==> src/rtl/dit_pkg.sv <==
package dit_pkg;
    typedef enum logic [1:0] {
        TMR_IDLE  = 2'd0,
        TMR_ARMED = 2'd1,
        TMR_SPENT = 2'd2
    } tmr_state_e;

    localparam logic [2:0] OFS_A_LO  = 3'd0;
    localparam logic [2:0] OFS_A_HI  = 3'd1;
    localparam logic [2:0] OFS_B_LO  = 3'd2;
    localparam logic [2:0] OFS_B_HI  = 3'd3;
    localparam logic [2:0] OFS_MODE  = 3'd4;
    localparam logic [2:0] OFS_IEN   = 3'd5;
    localparam logic [2:0] OFS_FLAGS = 3'd6;

    localparam int MODE_OUT_EN  = 7;
    localparam int MODE_A_FREE  = 6;
    localparam int MODE_B_PULSE = 5;
endpackage

==> src/rtl/dit_sync_fall.sv <==
module dit_sync_fall #(
    parameter int STAGES = 2
) (
    input  logic clk,
    input  logic rst_n,
    input  logic pin,
    output logic fall
);
    localparam int TAPS = STAGES + 1;

    logic [TAPS-1:0] chain_q;

    generate
        for (genvar g = 0; g < TAPS; g++) begin : g_stage
            if (g == 0) begin : g_first
                always_ff @(posedge clk or negedge rst_n) begin
                    if (!rst_n) chain_q[0] <= 1'b1;
                    else        chain_q[0] <= pin;
                end
            end else begin : g_next
                always_ff @(posedge clk or negedge rst_n) begin
                    if (!rst_n) chain_q[g] <= 1'b1;
                    else        chain_q[g] <= chain_q[g-1];
                end
            end
        end
    endgenerate

    assign fall = chain_q[TAPS-1] & ~chain_q[TAPS-2];
endmodule

==> src/rtl/dit_timer_a.sv <==
module dit_timer_a
    import dit_pkg::*;
#(
    parameter int CNT_W = 16
) (
    input  logic             clk,
    input  logic             rst_n,
    input  logic             load,
    input  logic [CNT_W-1:0] load_val,
    input  logic             freerun,
    input  logic             clr_req,
    output logic [CNT_W-1:0] cnt,
    output logic             flag,
    output logic             level
);
    tmr_state_e       st_q, st_d;
    logic [CNT_W-1:0] cnt_q, cnt_d, reload_q;
    logic             flag_q, flag_d, lvl_q, lvl_d, set_now;

    always_ff @(posedge clk or negedge rst_n) begin
        if (!rst_n) begin
            st_q     <= TMR_IDLE;
            cnt_q    <= '0;
            reload_q <= '0;
            flag_q   <= 1'b0;
            lvl_q    <= 1'b1;
        end else begin
            st_q   <= st_d;
            cnt_q  <= cnt_d;
            flag_q <= flag_d;
            lvl_q  <= lvl_d;
            if (load) reload_q <= load_val;
        end
    end

    always_comb begin
        st_d    = st_q;
        cnt_d   = cnt_q;
        flag_d  = flag_q;
        lvl_d   = lvl_q;
        set_now = 1'b0;
        if (load) begin
            cnt_d  = load_val;
            st_d   = TMR_ARMED;
            flag_d = 1'b0;
            lvl_d  = 1'b0;
        end else begin
            unique case (st_q)
                TMR_IDLE: begin
                    cnt_d = cnt_q;
                end
                TMR_ARMED, TMR_SPENT: begin
                    if (cnt_q == '0) begin
                        if (freerun) begin
                            cnt_d   = reload_q;
                            set_now = 1'b1;
                            lvl_d   = ~lvl_q;
                        end else begin
                            cnt_d = '1;
                            if (st_q == TMR_ARMED) begin
                                set_now = 1'b1;
                                lvl_d   = 1'b1;
                                st_d    = TMR_SPENT;
                            end
                        end
                    end else begin
                        cnt_d = cnt_q - 1'b1;
                    end
                end
                default: st_d = TMR_IDLE;
            endcase
            if (clr_req) flag_d = 1'b0;
            if (set_now) flag_d = 1'b1;
        end
    end

    assign cnt   = cnt_q;
    assign flag  = flag_q;
    assign level = lvl_q;


    a_load_chk: assert property (@(posedge clk) disable iff (!rst_n)
        load |=> (cnt_q == $past(load_val)) && !flag_q && (st_q == TMR_ARMED));

    a_oneshot_expire_chk: assert property (@(posedge clk) disable iff (!rst_n)
        (st_q == TMR_ARMED && cnt_q == '0 && !load && !freerun) |=> flag_q && lvl_q && (st_q == TMR_SPENT));

    a_freerun_reload_chk: assert property (@(posedge clk) disable iff (!rst_n)
        (st_q != TMR_IDLE && cnt_q == '0 && !load && freerun) |=> (cnt_q == $past(reload_q)) && flag_q);
endmodule

==> src/rtl/dit_timer_b.sv <==
module dit_timer_b
    import dit_pkg::*;
#(
    parameter int CNT_W = 16
) (
    input  logic             clk,
    input  logic             rst_n,
    input  logic             load,
    input  logic [CNT_W-1:0] load_val,
    input  logic             pulse_mode,
    input  logic             fall,
    input  logic             clr_req,
    output logic [CNT_W-1:0] cnt,
    output logic             flag
);
    localparam logic [CNT_W-1:0] ONE = {{(CNT_W-1){1'b0}}, 1'b1};

    tmr_state_e       st_q, st_d;
    logic [CNT_W-1:0] cnt_q, cnt_d;
    logic             flag_q, flag_d, tick, hit, set_now;

    always_ff @(posedge clk or negedge rst_n) begin
        if (!rst_n) begin
            st_q   <= TMR_IDLE;
            cnt_q  <= '0;
            flag_q <= 1'b0;
        end else begin
            st_q   <= st_d;
            cnt_q  <= cnt_d;
            flag_q <= flag_d;
        end
    end

    always_comb begin
        tick    = pulse_mode ? fall : 1'b1;
        hit     = pulse_mode ? (cnt_q == ONE) : (cnt_q == '0);
        st_d    = st_q;
        cnt_d   = cnt_q;
        flag_d  = flag_q;
        set_now = 1'b0;
        if (load) begin
            cnt_d  = load_val;
            st_d   = TMR_ARMED;
            flag_d = 1'b0;
        end else begin
            unique case (st_q)
                TMR_IDLE: begin
                    cnt_d = cnt_q;
                end
                TMR_ARMED: begin
                    if (tick) begin
                        cnt_d = cnt_q - 1'b1;
                        if (hit) begin
                            set_now = 1'b1;
                            st_d    = TMR_SPENT;
                        end
                    end
                end
                TMR_SPENT: begin
                    if (tick) cnt_d = cnt_q - 1'b1;
                end
                default: st_d = TMR_IDLE;
            endcase
            if (clr_req) flag_d = 1'b0;
            if (set_now) flag_d = 1'b1;
        end
    end

    assign cnt  = cnt_q;
    assign flag = flag_q;


    a_pulse_hold_chk: assert property (@(posedge clk) disable iff (!rst_n)
        (st_q != TMR_IDLE && pulse_mode && !fall && !load) |=> (cnt_q == $past(cnt_q)));

    a_pulse_zero_chk: assert property (@(posedge clk) disable iff (!rst_n)
        (st_q == TMR_ARMED && pulse_mode && fall && cnt_q == ONE && !load) |=> flag_q && (cnt_q == '0));
endmodule

==> src/rtl/dual_interval_timer.sv <==
module dual_interval_timer
    import dit_pkg::*;
#(
    parameter int BUS_W       = 8,
    parameter int ADDR_W      = 3,
    parameter int SYNC_STAGES = 2
) (
    input  logic              clk,
    input  logic              rst_n,
    input  logic [ADDR_W-1:0] addr,
    input  logic              wr_en,
    input  logic              rd_en,
    input  logic [BUS_W-1:0]  wdata,
    output logic [BUS_W-1:0]  rdata,
    input  logic              edge_pin,
    output logic              pulse_out,
    output logic              irq
);
    localparam int CNT_W = 2 * BUS_W;

    logic [BUS_W-1:0] a_lo_q, b_lo_q, mode_q, ien_q;
    logic [CNT_W-1:0] a_cnt, b_cnt;
    logic             a_flag, b_flag, a_lvl, b_fall;
    logic             a_load, b_load, a_clr, b_clr;

    always_ff @(posedge clk or negedge rst_n) begin
        if (!rst_n) begin
            a_lo_q <= '0;
            b_lo_q <= '0;
            mode_q <= '0;
            ien_q  <= '0;
        end else if (wr_en) begin
            unique case (addr)
                OFS_A_LO: a_lo_q <= wdata;
                OFS_B_LO: b_lo_q <= wdata;
                OFS_MODE: mode_q <= wdata;
                OFS_IEN:  ien_q  <= wdata;
                default:  ;
            endcase
        end
    end

    assign a_load = wr_en && (addr == OFS_A_HI);
    assign b_load = wr_en && (addr == OFS_B_HI);
    assign a_clr  = rd_en && (addr == OFS_A_LO);
    assign b_clr  = rd_en && (addr == OFS_B_LO);

    dit_sync_fall #(.STAGES(SYNC_STAGES)) u_sync (
        .clk(clk), .rst_n(rst_n), .pin(edge_pin), .fall(b_fall)
    );

    dit_timer_a #(.CNT_W(CNT_W)) u_tmr_a (
        .clk(clk), .rst_n(rst_n), .load(a_load), .load_val({wdata, a_lo_q}),
        .freerun(mode_q[MODE_A_FREE]), .clr_req(a_clr),
        .cnt(a_cnt), .flag(a_flag), .level(a_lvl)
    );

    dit_timer_b #(.CNT_W(CNT_W)) u_tmr_b (
        .clk(clk), .rst_n(rst_n), .load(b_load), .load_val({wdata, b_lo_q}),
        .pulse_mode(mode_q[MODE_B_PULSE]), .fall(b_fall), .clr_req(b_clr),
        .cnt(b_cnt), .flag(b_flag)
    );

    always_comb begin
        rdata = '0;
        unique case (addr)
            OFS_A_LO:  rdata = a_cnt[BUS_W-1:0];
            OFS_A_HI:  rdata = a_cnt[CNT_W-1:BUS_W];
            OFS_B_LO:  rdata = b_cnt[BUS_W-1:0];
            OFS_B_HI:  rdata = b_cnt[CNT_W-1:BUS_W];
            OFS_MODE:  rdata = mode_q;
            OFS_IEN:   rdata = ien_q;
            OFS_FLAGS: rdata = {{(BUS_W-2){1'b0}}, b_flag, a_flag};
            default:   rdata = '0;
        endcase
    end

    assign pulse_out = mode_q[MODE_OUT_EN] ? a_lvl : 1'b1;
    assign irq       = (a_flag & ien_q[0]) | (b_flag & ien_q[1]);


    a_hi_write_chk: assert property (@(posedge clk) disable iff (!rst_n)
        (wr_en && addr == OFS_A_HI) |=> (a_cnt == {$past(wdata), $past(a_lo_q)}));

    b_rd_clear_chk: assert property (@(posedge clk) disable iff (!rst_n)
        (rd_en && addr == OFS_B_LO && !wr_en && !b_fall && !mode_q[MODE_B_PULSE] && b_cnt != '0) |=> !b_flag);
endmodule

==> config.mk <==
export PLATFORM = sky130hd
export DESIGN_NAME = dual_interval_timer
export DESIGN_NICKNAME = d
export VERILOG_FILES = /design/src/rtl/dit_pkg.sv /design/src/rtl/dit_sync_fall.sv /design/src/rtl/dit_timer_a.sv /design/src/rtl/dit_timer_b.sv /design/src/rtl/dual_interval_timer.sv
export SDC_FILE = /design/constraint.sdc
export NUM_CORES = 1
export LEC_CHECK = 0
export BUFFER_PORTS_ARGS = -buffer_cell sky130_fd_sc_hd__buf_4
export CAP_MARGIN = 20
export CORE_MARGIN = 4
export CORE_UTILIZATION = 34
export CTS_BUF_LIST = sky130_fd_sc_hd__clkbuf_4
export CTS_CLUSTER_SIZE = 24
export DETAILED_ROUTE_END_ITERATION = 7
export PLACE_DENSITY_LB_ADDON = 0.25
export SETUP_SLACK_MARGIN = 0.02
export SLEW_MARGIN = 30
export SYNTH_ARGS = -nofsm -noshare
export SYNTH_HDL_FRONTEND = slang
export SYNTH_SLANG_ARGS = --single-unit
export TNS_END_PERCENT = 50
==> constraint.sdc <==
create_clock -name clk -period 3.7 [get_ports clk]
set_input_delay 0.925 -clock clk [delete_from_list [all_inputs] [get_ports clk]]
set_output_delay 0.925 -clock clk [all_outputs]
set_load 0.03 [all_outputs]
==> Word level (Yosys, flattened, before mapping) <==
Index checks and enable logic that the tools add are counted.
{ "word_totals": {"regBits": 90, "in_bits": 16, "out_inout_bits": 10} }
{ "op_classes": {"addsub": 2, "n_eq_ne": 18, "n_mux": 40, "bitwise_logic": 6, "n_reduce_logical": 27} }
{ "op_table": {"columns": ["cell", "n"], "rows": [
  ["$mux W16", 7],
  ["$pmux W8 S7", 1],
  ["$logic_not A16 Y1", 2],
  ["$sub A16 B1 Y16 const B", 2],
  ["$mux W1", 23],
  ["$eq A16 B1 Y1 const B", 1],
  ["$mux W2", 7],
  ["$ne A3 B2 Y1 const B", 4],
  ["$reduce_and A2 Y1", 5],
  ["$eq A3 B3 Y1 const B", 3],
  ["$reduce_bool A3 Y1", 3],
  ["$pmux W2 S2", 2],
  ["$reduce_bool A2 Y1", 4],
  ["$eq A3 B2 Y1 const B", 2],
  ["$reduce_and A3 Y1", 2],
  ["$reduce_or A2 Y1", 3],
  ["$eq A2 B1 Y1 const B", 2],
  ["$eq A2 B2 Y1 const B", 2],
  ["$logic_and A1 B1 Y1", 4],
  ["$logic_not A2 Y1", 2],
  ["$reduce_and A4 Y1", 1],
  ["$and A1 B1 Y1", 3],
  ["$eq A3 B1 Y1 const B", 1],
  ["$logic_not A3 Y1", 1],
  ["5 further kinds", 6]
]} }

==> Logic depth before layout (Yosys ltp) <==
Gate-level depths: netlist (run 1).
{ "depth": {"depth_word": 8, "mapped_depth": 8, "mapped_depth_nobuf": 7} }

==> Cells and area by module <==
Synthesis (run 1) repeated with hierarchy kept, for this count alone.
{ "hier_totals": {"hier_cells": 480, "hier_area_um2": 5161.2} }
{ "by_module_without_submodules": {"columns": ["module", "n_inst", "cells_each", "area_each_um2", "seq_area_each_um2"], "rows": [
  ["dit_timer_a", 1, 217, 2177.1, 902.1],
  ["dual_interval_timer", 1, 138, 1737.9, 800.8],
  ["dit_timer_b", 1, 121, 1153.6, 475.5],
  ["dit_sync_fall", 1, 4, 92.6, 78.8]
]} }

==> Worst setup path after synthesis (run 1) <==
No wires, ideal clock.
{ "synth_timing": {"path_kind": "input port to output port", "startpoint": "input addr[0]", "endpoint": "output rdata[0]", "arrival_ns": 2.441, "required_ns": 2.775, "slack_ns": 0.334, "cell_stages": 6, "path_cell_list": "clkbuf_1 buf_2 mux2i_1 nor2_1 a21oi_1 o21ai_0"} }
{ "synth_between": {"elab_chain_cells": 2} }
{ "synth_lines": {"columns": ["item", "line_no", "source"], "rows": [
  ["start, declared", "dual_interval_timer.sv:10", "input logic [ADDR_W-1:0] addr,"],
  ["$eq A3 B3 Y1 (tied with other cells)", "dual_interval_timer.sv:66", "unique case (addr)"],
  ["$pmux W8 S7 *", "dual_interval_timer.sv:66", null],
  ["end, declared", "dual_interval_timer.sv:14", "output logic [BUS_W-1:0] rdata,"]
]} }
Every way passes the cells marked *; elsewhere a longest branch is shown, timed or not.

==> Worst setup path in the final report (run 1) <==
{ "layout_timing": {"startpoint": "input addr[0]", "endpoint": "output rdata[6]"} }
The elaborated chain is that of the path after synthesis.

==> impl_results.md, run 1 <==
* Setup violations, final at 0
* Max-cap violations at 0
* Largest net degree at the start of global routing at 48
* Worst rel slew slack at 46.9%
* Placer congestion estimate at 0.849
* Reg power frac at 48.1%
* Pre-antenna DRT Iters at 5
* Ports at 26
* Seq cells post-synth at 90
* DR WL/cell at 19.2 µm
* Worst Skew at 13.7 ps
* Final WL at 13400 µm
* Die width at 128 µm
* Critical Path RT at 2770 ps
* Clock network power share at 16.0%
* Post-Synthesis Cells at 494
* Period utilisation layout at 86.5%
* RSZ-0062 raised after global routing: false
* P_sw at 0.00135 W
* CTS Buffer Depth at 2
* Average size of a mapped cell at 9.87 µm²
* Total gr overflow at 0
* Dpl ws at 490 ps
* Max Fanout on Critical Path at 26
* DRT met1 WL at 6260 µm
* Sequential area share after synthesis at 46.3%
* Largest area contributor in the netlist: dfrtp_1
* Initial Utilization at 34.8%
* Peak VDD IR at 0.244 mV
* Dominant cells by area after synthesis: dfrtp_1, mux2_2, nand2_1
* Comb power frac at 36.0%
* Syn-to-layout area delta at 10.3%
* First-pass GRT wire length at 21800 µm
* Multi-input logic area at 2470 µm²
* First DRT Iteration DRCs at 204
* # nets final at 539
* YS warnings at 0
* Post-Syn Nets at 520
* Port-buffer cells at 25
* Flop2flop setup slack at 1130 ps
* TritonCTS Buffers at 9
* Post-Syn Area at 4870 µm²
* Root buffer cell: clkbuf_4
* Clk sinks at 90
* Num rows at 43
* Post-CTS Repair Setup Buffers at 0
* Die area at 16300 µm²
* Internal at 0.00200 W
* Skew-Pair Late Insertion Delay at 460 ps
* Die height at 128 µm
* Tmin final at 3200 ps
* Initial antenna violation count at 0
* Slew @ Worst Pin at 793 ps
* Post-CTS Hold Buffers at 0
* Hold WS at 367 ps
* Post-CTS Resized at 0
* Main flop type after synthesis: dfrtp_1
* Pwr/cell area at 624 nW/µm²
* Asr flop ratio synth at 100%
* Final WS setup at 498 ps
* Leakage at 2.29 nW
* Finished Cell Area at 5380 µm²
* Post-synth EDFFs at 0
* CTS clk-pin slew, worst paths at 120 ps
* DRC at 0
* Crit path kind: input pin to primary output
* Post-synth top area share at 44.1%
* CP Launch Type: input pin
* TNS Setup at 0 ps
* Total vias in the final route at 3876
* Post-route ant nets at 0
* HP Class: flop to flop
* Dpl hpwl at 9280 µm
* Fmax at 312 MHz
* Status: completed
* Placed Area at 5260 µm²
* Post-layout util at 38.5%
* CTS tree: yes
* CP endpoint kind: primary output
* Vias in the first global route at 3842
* Met2 WL at 6170 µm
* Share of cells above drive strength 1 at 19.3%
* Final hold viol count at 0
* Slew Limit Fails at 0
* Synth cell types at 57
* Core area at 14000 µm²
* Switching Fraction at 40.3%
* Vias/cell at 5.55
* Reg area at 2260 µm²
* Met3 WL at 654 µm
* CTS H-tree depth at 3
* Gr usage total at 17.2%
* Highest routed layer: met4
* Critical Path AT at 2280 ps
* # fillers at 1419
-- cell usage after synthesis (3+ instances only) --
master,number
nor2b_1,5
or3_1,9
a21oi_1,28
nor4_1,5
inv_1,14
buf_2,3
a31oi_1,3
o21ai_1,6
mux2i_1,9
o31ai_1,3
nor3_1,7
dfrtp_1,86
dfstp_2,4
mux4_2,6
a22oi_1,3
nand2b_1,4
mux2_2,34
o21ai_0,16
xnor2_1,11
clkbuf_1,19
ha_1,10
xor2_1,9
nand3_1,15
o211ai_1,10
nand2_1,84
nor2_1,43
or4_1,3
-- metrics by stage --
| stage | cells | power (W) |
|---|---|---|
| floorplan | 494 | 0.00243 |
| global placement | 682 | 0.00280 |
| detailed placement | 682 | 0.00283 |
| CTS | 697 | 0.00338 |
| global route | 697 | 0.00360 |
| finish | 698 | 0.00336 |
-- state kept, by name, indices dropped and copies added (netlist names), 3 cells and up --
| name | flops |
|---|---|
| u_tmr_a.cnt | 16 |
| u_tmr_a.reload_q | 16 |
| u_tmr_b.cnt | 16 |
| a_lo_q | 8 |
| b_lo_q | 8 |
| ien_q | 8 |
| mode_q | 8 |
| u_sync.chain_q | 3 |
-- worst max-delay path: stages --
cell	delay, ps
buf_4	310
mux4_2	540
mux2_2	300
buf_4	180
-- per-layer routing --
metal  GRT usage (%)  vias up
li1                -     1793
met1            24.6     1933
met2            26.4      125
met3            2.29       25
met4            7.18        0
met5               0        -
-- layout by cell type (no fill, tap or decap), types with 3 or more instances in the layout --
cell	Yosys	layout
a21oi_1	28	28
a22oi_1	3	3
a31oi_1	3	3
buf_4	0	30
clkbuf_4	0	10
clkinv_1	0	3
dfrtp_1	86	86
dfstp_2	4	4
ha_1	10	10
inv_1	14	14
mux2_2	34	34
mux2i_1	9	9
mux4_2	6	6
nand2_1	84	84
nand2b_1	4	4
nand3_1	15	15
nor2_1	43	43
nor2b_1	5	5
nor3_1	7	7
nor4_1	5	5
o211ai_1	10	10
o21ai_0	16	16
o21ai_1	6	6
o31ai_1	3	3
or3_1	9	9
or4_1	3	3
xnor2_1	11	11
xor2_1	9	9
-- power groups by stage --
stage | Combinational, W | Sequential [W] | Clock [W]
after floorplan | 0.000963 | 0.00146 | 0
after global placement | 0.00117 | 0.00162 | 0
after detailed placement | 0.00120 | 0.00163 | 0
after CTS | 0.00121 | 0.00161 | 0.000558
after global routing | 0.00135 | 0.00165 | 0.000593
final | 0.00121 | 0.00161 | 0.000535
-- layout make-up --
class | instances | area share [%]
inverter | 14 | 0.977
tap | 180 | 4.19
antenna | 1 | 0.0465
clock buffer | 10 | 1.40
sequential | 90 | 42.0
clock inverter | 5 | 0.861
multi-input combinational | 367 | 46.0
timing repair buffer | 31 | 4.56
-- worst paths after layout --
check,start,end,cells after the start
max in group asynchronous,rst_n,u_sync.chain_q[2]$_DFF_PN1_,2
worst min-delay path,u_sync.chain_q[0]$_DFF_PN1_,u_sync.chain_q[1]$_DFF_PN1_,0
worst max-delay path,addr[0],rdata[6],4
min in group asynchronous,rst_n,b_lo_q[2]$_DFFE_PN0P_,1
worst max register to register,u_tmr_a.cnt[0]$_DFFE_PN0P_,u_tmr_a.cnt[7]$_DFFE_PN0P_,7
worst min register to register,u_sync.chain_q[0]$_DFF_PN1_,u_sync.chain_q[1]$_DFF_PN1_,0
-- cell families (layout without fill, tap and decap cells) --
kind of cell,Yosys count,count (layout),share of synthesized area (%)
buffers and inverters,37,60,2.93
muxes,49,49,12.5
DFF,90,90,46.3
adders and majority gates,10,10,2.57
other,0,1,0
xor gates and xnor gates,20,20,3.59
and+or+nand+nor,194,194,19.6
AOI/OAI and AO/OA,94,94,12.6
(Power assumes the default switching activity.)
==> run 2, diff against run 1 <==
--- a/config.mk
+++ b/config.mk
@@ -12,7 +12,7 @@
 export CTS_BUF_LIST = sky130_fd_sc_hd__clkbuf_4
 export CTS_CLUSTER_SIZE = 24
 export DETAILED_ROUTE_END_ITERATION = 7
-export PLACE_DENSITY_LB_ADDON = 0.25
+export PLACE_DENSITY = 0.46
 export SETUP_SLACK_MARGIN = 0.02
 export SLEW_MARGIN = 30
 export SYNTH_ARGS = -nofsm -noshare
==> impl_results.md, run 2 (synthesized netlist as in run 1, its figures left out) <==
* CP max-delay cell: mux4_2
* Die height at 128 µm (unchanged)
* Comb power frac at 36.6% (+0.6 points)
* Met3 WL at 727 µm (+11%)
* Post-route ant nets at 0 (unchanged)
* Pre-antenna DRT Iters at 4 (-1)
* Die area at 16300 µm² (unchanged)
* TNS Setup at 0 ps (unchanged)
* HP Start: u_sync.chain_q[0]$_DFF_PN1_
* Hold path cells at 0 (unchanged)
* # fillers at 1436 (+1.2%)
* Tmin final at 3160 ps (-44.1 ps)
* Peak VDD IR at 0.225 mV (-7.5%)
* Met2 WL at 5830 µm (-5.4%)
* Pwr/cell area at 618 nW/µm² (-1.0%)
* Fmax at 317 MHz (+1.4%)
* DRT met1 WL at 6970 µm (+11%)
* # diodes at 0 (-1)
* Flop2flop setup slack at 1030 ps (-100 ps)
* CTS clk-pin slew, worst paths at 130 ps (about the same)
* Clk sinks at 90 (unchanged)
* Post-CTS Hold Buffers at 0 (unchanged)
* Ports at 26 (unchanged)
* TritonCTS Buffers at 9 (unchanged)
* DRC at 0 (unchanged)
* Commonest non-fill, non-tap cell in the layout: dfrtp_1
* Slew @ Worst Pin at 785 ps (-7.27 ps)
* Gr usage total at 17.5% (+0.26 points)
* Worst Skew at 20.0 ps (+6.30 ps)
* Post-CTS Resized at 0 (unchanged)
* Leakage at 2.29 nW (-0.19%)
* Placer congestion estimate at 0.873 (+2.9%)
* Highest routed layer: met4
* Dpl ws at 526 ps (+36.0 ps)
* Setup violations, final at 0 (unchanged)
* First-pass GRT wire length at 21800 µm (about the same)
* Root buffer cell: clkbuf_4
* Vias/cell at 5.34 (-3.8%)
* Worst rel slew slack at 47.6% (+0.77 points)
* Initial Utilization at 34.8% (unchanged)
* CP endpoint kind: primary output
* Switching Fraction at 41.5% (+1.2 points)
* Slew Limit Fails at 0 (unchanged)
* First DRT Iteration DRCs at 268 (+31%)
* Internal at 0.00194 W (-3.1%)
* Final WL at 13800 µm (+2.5%)
* Largest net degree at the start of global routing at 58 (+21%)
* P_sw at 0.00138 W (+1.9%)
* Core area at 14000 µm² (unchanged)
* Post-CTS Repair Setup Buffers at 0 (unchanged)
* HP Class: flop to flop
* Initial antenna violation count at 0 (unchanged)
* Dpl hpwl at 9780 µm (+5.4%)
* RSZ-0062 raised after global routing: false
* Die width at 128 µm (unchanged)
* Final WS setup at 542 ps (+44.1 ps)
* CP max stage delay at 540 ps (about the same)
* CTS Buffer Depth at 2 (unchanged)
* Num rows at 43 (unchanged)
* Total gr overflow at 0 (unchanged)
* DR WL/cell at 19.6 µm (+2.1%)
* CP Launch Type: input pin
* Port-buffer cells at 25 (unchanged)
* Reg power frac at 48.7% (+0.6 points)
* Most frequent cells in the layout: dfrtp_1, nand2_1, nor2_1
* Period utilisation layout at 85.3% (-1.2 points)
* CTS H-tree depth at 3 (unchanged)
* Crit-path cells: buf_4 > mux4_2 > mux2_2 > buf_4
* Status: completed
* Syn-to-layout area delta at 10.3% (about the same)
* Hold path endpoint: u_sync.chain_q[1]$_DFF_PN1_
* Critical Path RT at 2770 ps (about the same)
* CTS tree: yes
* Vias in the first global route at 3649 (-5.0%)
* Max-cap violations at 0 (unchanged)
* Reg2reg end: u_tmr_a.st_q[1]$_DFFE_PN0P_
* Clock network power share at 14.7% (-1.3 points)
* Total vias in the final route at 3744 (-3.4%)
* Share of cells above drive strength 1 at 20.2% (+0.81 points)
* Max Fanout on Critical Path at 26 (unchanged)
* FF-to-FF path depth at 6 (-1)
* # nets final at 542 (+0.56%)
* Most used cell, CP: buf_4
* Final hold viol count at 0 (unchanged)
* Critical Path AT at 2230 ps (-50 ps)
* Skew-Pair Late Insertion Delay at 460 ps (about the same)
* Worst R2R Start: u_tmr_a.cnt[0]$_DFFE_PN0P_
* Crit path kind: input pin to primary output
run 2: changes by cell type in the layout (fill, tap and decap cells not counted), sizes merged:
cell / delta
buf: +3
clkinvlp: +3
bufinv: -1
clkinv: -1
diode: -1
run 2: area by class of cell:
type / count / area, µm² / area share (%)
Multi-Input combinational cell: 367 / 2470 / 46.0
Sequential cell: 90 / 2260 / 42.0
Timing Repair Buffer: 34 / 255 / 4.75
Tap cell: 180 / 225 / 4.19
Clock buffer: 10 / 75.1 / 1.40
Inverter: 14 / 52.6 / 0.978
Clock inverter: 6 / 35.0 / 0.652
run 2: how the worst max path moves through the flow:
stage                 start       end  slack [ps]  cells after the start
floorplan           addr[0]  rdata[0]         330                      6
global placement    addr[0]  rdata[6]         540                      4
detailed placement  addr[0]  rdata[6]         530                      4
CTS                 addr[0]  rdata[6]         520                      4
global route        addr[0]  rdata[6]         460                      4
finish              addr[0]  rdata[6]         540                      4
run 2: worst max-delay path, delay by kind of cell:
family | cells | cell delay (ps)
multiplexers | 2 | 810
buffers and inverters | 2 | 490
run 2: power by group through the flow:
| stage | Sequential (W) | Clock (W) | Combinational, W |
|---|---|---|---|
| floorplan | 0.00146 | 0 | 0.000963 |
| detailed placement | 0.00164 | 0 | 0.00121 |
| CTS | 0.00162 | 0.000521 | 0.00122 |
| global placement | 0.00164 | 0 | 0.00120 |
| finish | 0.00162 | 0.000488 | 0.00122 |
| global route | 0.00166 | 0.000556 | 0.00136 |
run 2: per-stage QoR:
step	area [µm²]	util [%]	instances	hold WS [ps]	total power (W)
3_5_place_dp	5270	37.6	685	349	0.00285
6_report	5380	38.4	701	366	0.00332
3_3_place_gp	5270	37.6	685	347	0.00284
5_1_grt	5380	38.4	701	369	0.00357
2_1_floorplan	4870	-	494	345	0.00243
4_1_cts	5380	38.4	701	369	0.00336
run 2: per-layer routing:
metal,global-route usage (%),up-vias
met5,0,-
met4,5.93,0
met3,2.71,13
met2,24.7,84
met1,27.2,1843
li1,-,1804
==> run 3, diff against run 2 <==
--- a/config.mk
+++ b/config.mk
@@ -5,8 +5,10 @@
 export SDC_FILE = /design/constraint.sdc
 export NUM_CORES = 1
 export LEC_CHECK = 0
+export ABC_AREA = 1
 export BUFFER_PORTS_ARGS = -buffer_cell sky130_fd_sc_hd__buf_4
 export CAP_MARGIN = 20
+export CORE_ASPECT_RATIO = 2
 export CORE_MARGIN = 4
 export CORE_UTILIZATION = 34
 export CTS_BUF_LIST = sky130_fd_sc_hd__clkbuf_4
==> impl_results.md, run 3 <==
* Post-synth EDFFs at 0 (unchanged)
* # fillers at 1617 (+13%)
* Post-CTS Hold Buffers at 0 (unchanged)
* Worst Skew at 28.6 ps (+8.66 ps)
* Total vias in the final route at 4604 (+23%)
* FF-to-FF path depth at 10 (+4)
* DR WL/cell at 18.5 µm (-5.8%)
* Commonest non-fill, non-tap cell in the layout: nand2_1
* Num rows at 63 (+47%)
* Die height at 181 µm (+42%)
* YS warnings at 0 (unchanged)
* Setup violations, final at 0 (unchanged)
* TritonCTS Buffers at 9 (unchanged)
* Main flop type after synthesis: dfrtp_1
* HP Class: flop to flop
* Vias in the first global route at 4537 (+24%)
* Initial Utilization at 34.5% (-0.31 points)
* Clk sinks at 90 (unchanged)
* Asr flop ratio synth at 100% (unchanged)
* Die area at 17100 µm² (+4.9%)
* Flop2flop setup slack at 1450 ps (+420 ps)
* Non-filler instance count after layout at 921 (+31%)
* Final WL at 17000 µm (+24%)
* Tmin final at 3060 ps (-102 ps)
* Port-buffer cells at 25 (unchanged)
* Average size of a mapped cell at 7.31 µm² (-26%)
* DRC at 0 (unchanged)
* CP endpoint kind: primary output
* Inst Count DP at 905 (+32%)
* Slew @ Worst Pin at 639 ps (-146 ps)
* Crit-path cells: inv_1 > o2111ai_1 > buf_4
* Dpl hpwl at 13200 µm (+35%)
* Hold path cells at 0 (unchanged)
* Post-route ant nets at 0 (unchanged)
* Dominant cells by area after synthesis: dfrtp_1, nand2_1, o21ai_0
* Slew Limit Fails at 0 (unchanged)
* Critical Path AT at 2130 ps (-100 ps)
* Pwr/cell area at 735 nW/µm² (+19%)
* Ports at 26 (unchanged)
* Post-Synthesis Cells at 696 (+41%)
* Synth top cells by count: nand2_1, inv_1, dfrtp_1
* Post-Syn Nets at 722 (+39%)
* Hold WS at 368 ps (+2.33 ps)
* Pre-antenna DRT Iters at 4 (unchanged)
* Post-CTS Resized at 0 (unchanged)
* Vias/cell at 5.00 (-6.4%)
* Post-Syn Area at 5090 µm² (+4.4%)
* Post-synth top area share at 42.3% (-1.9 points)
* Fmax at 327 MHz (+3.3%)
* Synth cell types at 34 (-40%)
* Skew-Pair Late Insertion Delay at 460 ps (about the same)
* Crit path kind: flop to primary output
* CTS Buffer Depth at 2 (unchanged)
* Status: completed
* CP max-delay cell: dfrtp_1
* CTS tree: yes
* CP max stage delay at 760 ps (+220 ps)
* Worst R2R Start: u_tmr_a.cnt[0]$_DFFE_PN0P_
* Reg area at 2260 µm² (unchanged)
* Placed Area at 5450 µm² (+3.5%)
* CTS H-tree depth at 3 (unchanged)
* Sequential area share after synthesis at 44.3% (-2.0 points)
* Max Fanout on Critical Path at 13 (-50%)
* Hold path endpoint: u_sync.chain_q[1]$_DFF_PN1_
* Worst rel slew slack at 57.4% (+9.8 points)
* First-pass GRT wire length at 26200 µm (+20%)
* Most frequent cell after synthesis: nand2_1
* Core area at 14700 µm² (+5.4%)
* CTS clk-pin slew, worst paths at 140 ps (about the same)
* Largest net degree at the start of global routing at 49 (-16%)
* Max-cap violations at 0 (unchanged)
* Finished Cell Area at 5660 µm² (+5.2%)
* Die width at 94.5 µm (-26%)
* Peak VDD IR at 0.305 mV (+35%)
* Critical Path RT at 2770 ps (about the same)
* Reg2reg end: u_tmr_a.cnt[8]$_DFFE_PN0P_
* First DRT Iteration DRCs at 229 (-15%)
* CP Launch Type: flop
* Initial antenna violation count at 1 (+1)
* Multi-input logic area at 2360 µm² (-4.5%)
* Most frequent cells in the layout: nand2_1, inv_1, dfrtp_1
* RSZ-0062 raised after global routing: false
* Placer congestion estimate at 0.935 (+7.1%)
* Share of cells above drive strength 1 at 10.3% (-9.8 points)
* # nets final at 747 (+38%)
* Period utilisation layout at 82.6% (-2.7 points)
* Total gr overflow at 0 (unchanged)
* Largest area contributor in the netlist: dfrtp_1
* Seq cells post-synth at 90 (unchanged)
* Final hold viol count at 0 (unchanged)
* Root buffer cell: clkbuf_4
* Gr usage total at 20.9% (+3.4 points)
* TNS Setup at 0 ps (unchanged)
* HP Start: u_sync.chain_q[0]$_DFF_PN1_
* Leakage at 2.83 nW (+24%)
* Syn-to-layout area delta at 11.1%
* Post-CTS Repair Setup Buffers at 0 (unchanged)
-- run 3: worst max path at each step --
stage / start / to / slack, ps / cells after the start
floorplan: addr[1] / rdata[2] / 970 / 8
global placement: addr[1] / rdata[2] / 720 / 10
detailed placement: addr[1] / rdata[2] / 710 / 10
CTS: mode_q[6]$_DFFE_PN0P_ / rdata[6] / 600 / 3
global route: mode_q[6]$_DFFE_PN0P_ / rdata[6] / 550 / 3
finish: mode_q[6]$_DFFE_PN0P_ / rdata[6] / 640 / 3
-- run 3: stage by stage --
step,power (W),utilization (%),setup slack (ps)
2_1_floorplan,0.00277,-,972
3_3_place_gp,0.00338,37.0,722
3_5_place_dp,0.00340,37.0,708
4_1_cts,0.00419,38.3,602
5_1_grt,0.00450,38.4,550
6_report,0.00415,38.4,644
-- run 3: area by class of cell --
class / instances / share of cell area, %
Tap cell: 195 / 4.31
Clock inverter: 5 / 2.26
Timing Repair Buffer: 28 / 3.72
Clock buffer: 10 / 1.33
Antenna cell: 1 / 0.0442
Sequential cell: 90 / 39.9
Multi-Input combinational cell: 492 / 41.8
Inverter: 100 / 6.64
-- run 3: routing by layer --
layer | part of all wire, % | track usage (%) | up-vias
met3 | 3.2 | 2.50 | 40
met1 | 37 | 23.6 | 2153
met4 | 5.9 | 11.7 | 0
met5 | 0 | 0 | -
li1 | - | - | 2276
met2 | 54 | 37.1 | 135
-- run 3: power breakdown --
group,switching (W),leakage (nW),internal [W],total [W]
logic,0.00122,1.59,0.000581,0.00180
registers,0.000317,1.13,0.00126,0.00158
clock network,0.000362,0.103,0.000414,0.000776
-- run 3: logic make-up (layout without fill, tap and decap cells) --
| kind of cell | after synthesis | count (layout) | share of synthesized area [%] |
|---|---|---|---|
| buffers and inverters | 114 | 143 | 9.24 |
| and+or+nand+nor | 354 | 354 | 29.6 |
| xor gates and xnor gates | 10 | 10 | 1.72 |
| AOI/OAI and AO/OA | 118 | 118 | 12.6 |
| DFF | 90 | 90 | 44.3 |
| other | 0 | 1 | 0 |
| adders and majority gates | 10 | 10 | 2.46 |
-- run 3: critical path: cells and delay by family (launching register included) --
family | cells | cell delay, ps
buf+inv | 2 | 610
compound gates | 1 | 320
flops | 1 | 760
